[src/rtl/sha2_sched_pkg.sv]
package sha2_sched_pkg;
  localparam int unsigned WORD_W = 32;
  typedef logic [WORD_W-1:0] word_t;

  function automatic word_t rotr(input word_t x, input int unsigned n);
    return (x >> n) | (x << (WORD_W - n));
  endfunction

  function automatic word_t ssig0(input word_t x);
    return rotr(x, 7) ^ rotr(x, 18) ^ (x >> 3);
  endfunction

  function automatic word_t ssig1(input word_t x);
    return rotr(x, 17) ^ rotr(x, 19) ^ (x >> 10);
  endfunction
endpackage

[src/rtl/sched_word_ram.sv]
module sched_word_ram #(
  parameter int unsigned DEPTH = 16,
  parameter int unsigned W     = 32,
  localparam int unsigned AW   = $clog2(DEPTH)
) (
  input  logic          clk_i,
  input  logic          we_i,
  input  logic [AW-1:0] waddr_i,
  input  logic [W-1:0]  wdata_i,
  input  logic [AW-1:0] raddr_i,
  output logic [W-1:0]  rdata_o
);
  logic [W-1:0] mem_q [DEPTH];

  always_ff @(posedge clk_i) begin
    if (we_i) mem_q[waddr_i] <= wdata_i;
  end

  // single read port
  assign rdata_o = mem_q[raddr_i];
endmodule

[src/rtl/sched_tap_line.sv]
module sched_tap_line #(
  parameter int unsigned W     = 32,
  parameter int unsigned DEPTH = 7
) (
  input  logic                    clk_i,
  input  logic                    rst_ni,
  input  logic                    shift_i,
  input  logic [W-1:0]            din_i,
  output logic [DEPTH-1:0][W-1:0] taps_o
);
  logic [DEPTH-1:0][W-1:0] stage_q;

  for (genvar g = 0; g < DEPTH; g++) begin : g_stage
    logic [W-1:0] src;
    if (g == 0) begin : g_head
      assign src = din_i;
    end else begin : g_body
      assign src = stage_q[g-1];
    end
    always_ff @(posedge clk_i or negedge rst_ni) begin
      if (!rst_ni)      stage_q[g] <= '0;
      else if (shift_i) stage_q[g] <= src;
    end
  end

  // taps_o[k] = word sent k+1 handshakes ago
  assign taps_o = stage_q;
endmodule

[src/rtl/sha2_sched_gen.sv]
module sha2_sched_gen #(
  parameter int unsigned NUM_OUT = 64,
  parameter int unsigned WIN     = 16,
  parameter int unsigned LAG_A   = 2,
  parameter int unsigned LAG_B   = 7,
  localparam int unsigned W      = sha2_sched_pkg::WORD_W,
  localparam int unsigned IDX_W  = $clog2(NUM_OUT),
  localparam int unsigned AW     = $clog2(WIN)
) (
  input  logic             clk_i,
  input  logic             rst_ni,
  input  logic             in_valid_i,
  output logic             in_ready_o,
  input  logic [W-1:0]     in_word_i,
  output logic             out_valid_o,
  input  logic             out_ready_i,
  output logic [W-1:0]     out_word_o,
  output logic [IDX_W-1:0] out_idx_o
);
  import sha2_sched_pkg::*;

  localparam logic [IDX_W-1:0] WIN_C  = IDX_W'(WIN);
  localparam logic [IDX_W-1:0] LAST_C = IDX_W'(NUM_OUT - 1);
  localparam logic [IDX_W-1:0] LOADL_C = IDX_W'(WIN - 1);

  logic             loading_q;
  logic [IDX_W-1:0] cnt_q;
  word_t            old_q;   // W[t-16] for t>=16, W[t] for t<16
  logic             in_fire, out_fire, ram_we;
  logic [AW-1:0]    raddr;
  word_t            rdata, w_new, w_cur, ram_wdata;
  logic [LAG_B-1:0][W-1:0] taps;

  assign in_ready_o  = loading_q;
  assign out_valid_o = !loading_q;
  assign in_fire     = in_valid_i && loading_q;
  assign out_fire    = out_ready_i && !loading_q;

  // rdata = W[t-15], slot of W[t+1] for t<15
  assign raddr     = cnt_q[AW-1:0] + AW'(1);
  assign w_new     = ssig1(taps[LAG_A-1]) + taps[LAG_B-1] + ssig0(rdata) + old_q;
  assign w_cur     = (cnt_q < WIN_C) ? old_q : w_new;
  assign ram_we    = in_fire || (out_fire && cnt_q >= WIN_C);
  assign ram_wdata = loading_q ? in_word_i : w_new;

  sched_word_ram #(.DEPTH(WIN), .W(W)) u_ram (
    .clk_i  (clk_i),
    .we_i   (ram_we),
    .waddr_i(cnt_q[AW-1:0]),
    .wdata_i(ram_wdata),
    .raddr_i(raddr),
    .rdata_o(rdata)
  );

  sched_tap_line #(.W(W), .DEPTH(LAG_B)) u_taps (
    .clk_i  (clk_i),
    .rst_ni (rst_ni),
    .shift_i(out_fire),
    .din_i  (w_cur),
    .taps_o (taps)
  );

  always_ff @(posedge clk_i or negedge rst_ni) begin
    if (!rst_ni) begin
      loading_q <= 1'b1;
      cnt_q     <= '0;
      old_q     <= '0;
    end else if (in_fire) begin
      if (cnt_q == '0) old_q <= in_word_i;
      if (cnt_q == LOADL_C) begin
        loading_q <= 1'b0;
        cnt_q     <= '0;
      end else begin
        cnt_q <= cnt_q + 1'b1;
      end
    end else if (out_fire) begin
      old_q <= rdata;
      if (cnt_q == LAST_C) begin
        loading_q <= 1'b1;
        cnt_q     <= '0;
      end else begin
        cnt_q <= cnt_q + 1'b1;
      end
    end
  end

  assign out_word_o = w_cur;
  assign out_idx_o  = cnt_q;
endmodule

[config.mk]
export PLATFORM = sky130hd
export DESIGN_NAME = sha2_sched_gen
export DESIGN_NICKNAME = d
export VERILOG_FILES = /design/src/rtl/sha2_sched_pkg.sv /design/src/rtl/sched_word_ram.sv /design/src/rtl/sched_tap_line.sv /design/src/rtl/sha2_sched_gen.sv
export SDC_FILE = /design/constraint.sdc
export NUM_CORES = 1
export LEC_CHECK = 0
export BUFFER_PORTS_ARGS = -buffer_cell sky130_fd_sc_hd__buf_2
export CAP_MARGIN = 20
export CORE_ASPECT_RATIO = 1.2
export CORE_MARGIN = 10
export CORE_UTILIZATION = 35
export CTS_BUF_LIST = sky130_fd_sc_hd__clkbuf_8
export CTS_CLUSTER_SIZE = 14
export DETAILED_ROUTE_END_ITERATION = 8
export PLACE_DENSITY_LB_ADDON = 0.05
export RECOVER_POWER = 50
export SKIP_CTS_REPAIR_TIMING = 1
export SLEW_MARGIN = 20
export SYNTH_ARGS = -nofsm -noshare
export SYNTH_HDL_FRONTEND = slang
export SYNTH_SLANG_ARGS = --single-unit
[constraint.sdc]
create_clock -name clk_i -period 8.5 [get_ports clk_i]
set_input_delay 0.425 -clock clk_i [delete_from_list [all_inputs] [get_ports clk_i]]
set_output_delay 0.425 -clock clk_i [all_outputs]
set_load 0.02 [all_outputs]
==> impl_metrics.json <==
{
  "hold_viol": 0,
  "setup_ws_ns": 0.480,
  "final_cell_mix": "nand2_1 (665), edfxtp_1 (512), dfrtp_1 (261)",
  "endpoint": "out_word_o[20]",
  "pre_cts_slack_ns": 0.752,
  "slew_headroom_pct": -168,
  "cp.arrival_ns": 7.59,
  "postLayoutCellArea_um2": 39400,
  "clockRootBuffer": "clkbuf_8",
  "r2r-start": "in_ready_o",
  "regToRegSetupSlack_ns": 1.18,
  "worstPathRequired_ns": 8.08,
  "min_path_type": "input port to flop",
  "post-route-util_pct": 40.1,
  "insertion_delay_ns": 0.81,
  "fp-row-count": 126,
  "cts_tree": "built",
  "core_um2": 98400,
  "portBuffers": 75,
  "fillers": 9256,
  "synthCells": 2494,
  "r2r_cells": 8,
  "ys_async_sr_fraction_pct": 33.9,
  "die_w_um": 307,
  "gp_congestion": 0.871,
  "grt_max_degree": 150,
  "setup_viol": 0,
  "ys.warnings.count": 0,
  "ios": 76,
  "synthToLayoutAreaGrowth_pct": 13.8,
  "cts_buffers": 135,
  "antenna_found_initial": 2,
  "worst_slew_pin_slew_ns": 4.02,
  "grtUsageTotal_pct": 18.6,
  "violations": "max-capacitance violations, max-slew violations",
  "drive_gt1_share_pct": 18.7,
  "wirelength_mm": 104,
  "dpl-instance-area_um2": 36700,
  "max-clock-path-buffers": 3,
  "finClkSkew_ns": 0.0399,
  "start_util_pct": 35.2,
  "critPathLaunchType": "flop",
  "synth_area_um2": 34700,
  "dp.final_hpwl_mm": 65.9,
  "routed_via_density": 5.00,
  "ys_seq_elements": 775,
  "synthDistinctLibCells": 54,
  "routedWlPerCell_um": 25.7,
  "multi_input_area_um2": 11700,
  "final_cells": 4045,
  "seq_area_frac_synth_pct": 63.4,
  "crit_type": "flop to primary output",
  "synth_ff_type": "edfxtp_1",
  "die_area_um2": 112000,
  "dr.pass1.iters": 5,
  "grt_pass1_wl_mm": 150,
  "dr_total_vias": 20205,
  "post-place-cells": 3776,
  "die_y_um": 365,
  "nets": 2801,
  "clkTransAtPathRegs_ns": 0.07,
  "end_kind": "primary output",
  "syn_nets": 2627,
  "status": "finished, violations left",
  "max_cap_violations": 19,
  "grt-ovfl-total": 0,
  "crit_fanout": 56,
  "clock_sinks": 775,
  "final-seq-area_um2": 22000,
  "r2r-end": "u_taps.g_stage[3].src[4]",
  "synth_edf_count": 512,
  "syn_avg_cell_area_um2": 13.9,
  "mostFrequentLayoutCell": "nand2_1",
  "drv_slew": 900,
  "min_period_over_period_pct": 94.4,
  "grt_pass1_vias": 21106,
  "ant_nets": 0,
  "drc": 0,
  "fmax_ghz": 0.125,
  "crit_start": "out_idx_o[0]",
  "htree_levels": 4,
  "period_minus_slack_ns": 8.02,
  "drt_first_iter_violations": 1381
}
## sequential cells by signal (all words and copies together) (netlist names)
register / cells
in_ready_o: 1
old_q: 32
out_idx_o: 6
u_taps.g_stage.src: 192
u_taps.taps_o: 32
u_ram.mem_q: 512
## layer usage
metal | track usage [%] | wire, um | vias to the layer above
li1 | - | - | 9089
met4 | 6.39 | 2920 | 0
met2 | 31.1 | 51500 | 456
met3 | 3.22 | 4280 | 140
met5 | 0 | 0 | -
met1 | 24.2 | 45300 | 10520
## logic make-up after synthesis
| group | Yosys count | share of synthesized area [%] |
|---|---|---|
| multiplexers | 230 | 12.5 |
| adder cells (fa/ha/maj) | 97 | 4.84 |
| AO/OA/AOI/OAI | 217 | 3.71 |
| AND/OR/NAND/NOR | 749 | 8.51 |
| XOR/XNOR | 150 | 3.83 |
| buffers and inverters | 276 | 3.29 |
| flip-flops | 775 | 63.4 |
## metrics by stage
stage          setup TNS [ns]  hold slack, ns
6_report                    0         0.00621
5_1_grt              -0.00186         0.00426
4_1_cts                     0          -0.286
3_5_place_dp                0           0.446
3_3_place_gp                0           0.448
2_1_floorplan               0           0.129
## worst min path at each step
| stage | to | slack (ns) | start | cells past startpoint |
|---|---|---|---|---|
| 2_1_floorplan | old_q[0] | 0.13 | rst_ni | 0 |
| 3_3_place_gp | u_taps.g_stage[6].src[11] | 0.45 | u_taps.g_stage[5].src[11] | 2 |
| 3_5_place_dp | u_taps.g_stage[5].src[21] | 0.45 | u_taps.g_stage[4].src[21] | 2 |
| 4_1_cts | out_idx_o[0] | -0.29 | rst_ni | 1 |
| 5_1_grt | old_q[7] | 0.004 | in_word_i[7] | 3 |
| 6_report | old_q[7] | 0.006 | in_word_i[7] | 3 |
## final cells by class
type,instances,share of cell area (%)
Timing Repair Buffer,168,3.08
Sequential cell,775,55.7
Clock inverter,91,1.23
Tap cell,1280,4.06
Inverter,145,1.38
Antenna cell,1,0.00635
Clock buffer,142,4.96
Multi-Input combinational cell,1443,29.6
## cell usage after synthesis, types with 6 or more instances
master | instances | area share [%]
o21ai_0 | 82 | 1.2
inv_1 | 145 | 1.6
xor2_1 | 28 | 0.71
o21ai_1 | 38 | 0.55
nand2_1 | 666 | 7.2
nor3_1 | 6 | 0.087
nor2_1 | 20 | 0.22
dfrtp_1 | 262 | 19
xnor2_1 | 120 | 3.0
nand3_1 | 13 | 0.19
edfxtp_1 | 512 | 44
clkbuf_1 | 101 | 1.1
mux2i_1 | 42 | 1.2
buf_2 | 18 | 0.26
a22oi_1 | 10 | 0.22
ha_1 | 35 | 1.3
fa_1 | 62 | 3.6
a21o_1 | 19 | 0.41
mux2_2 | 30 | 0.97
mux4_2 | 158 | 10
a21oi_1 | 28 | 0.40
and2_1 | 18 | 0.32
## critical path, cell delays in order (launching register included)
cell     delay [ns]
dfrtp_4        0.48
buf_12         0.40
buf_16         0.30
mux4_2         0.54
mux4_2         0.64
xnor2_1        0.30
xnor2_2        0.15
fa_1           0.52
inv_1          0.05
fa_1           0.47
inv_1          0.04
ha_1           0.42
nand3_1        0.19
or2_2          0.33
o221a_2        0.25
o21ai_1        0.30
a21o_1         0.19
a21oi_1        0.08
xor2_1         0.19
o21ai_0        0.54
buf_2          0.28
Power is not shown: default switching activity piles up to over one toggle a cycle in this logic, so the estimate is an artifact.
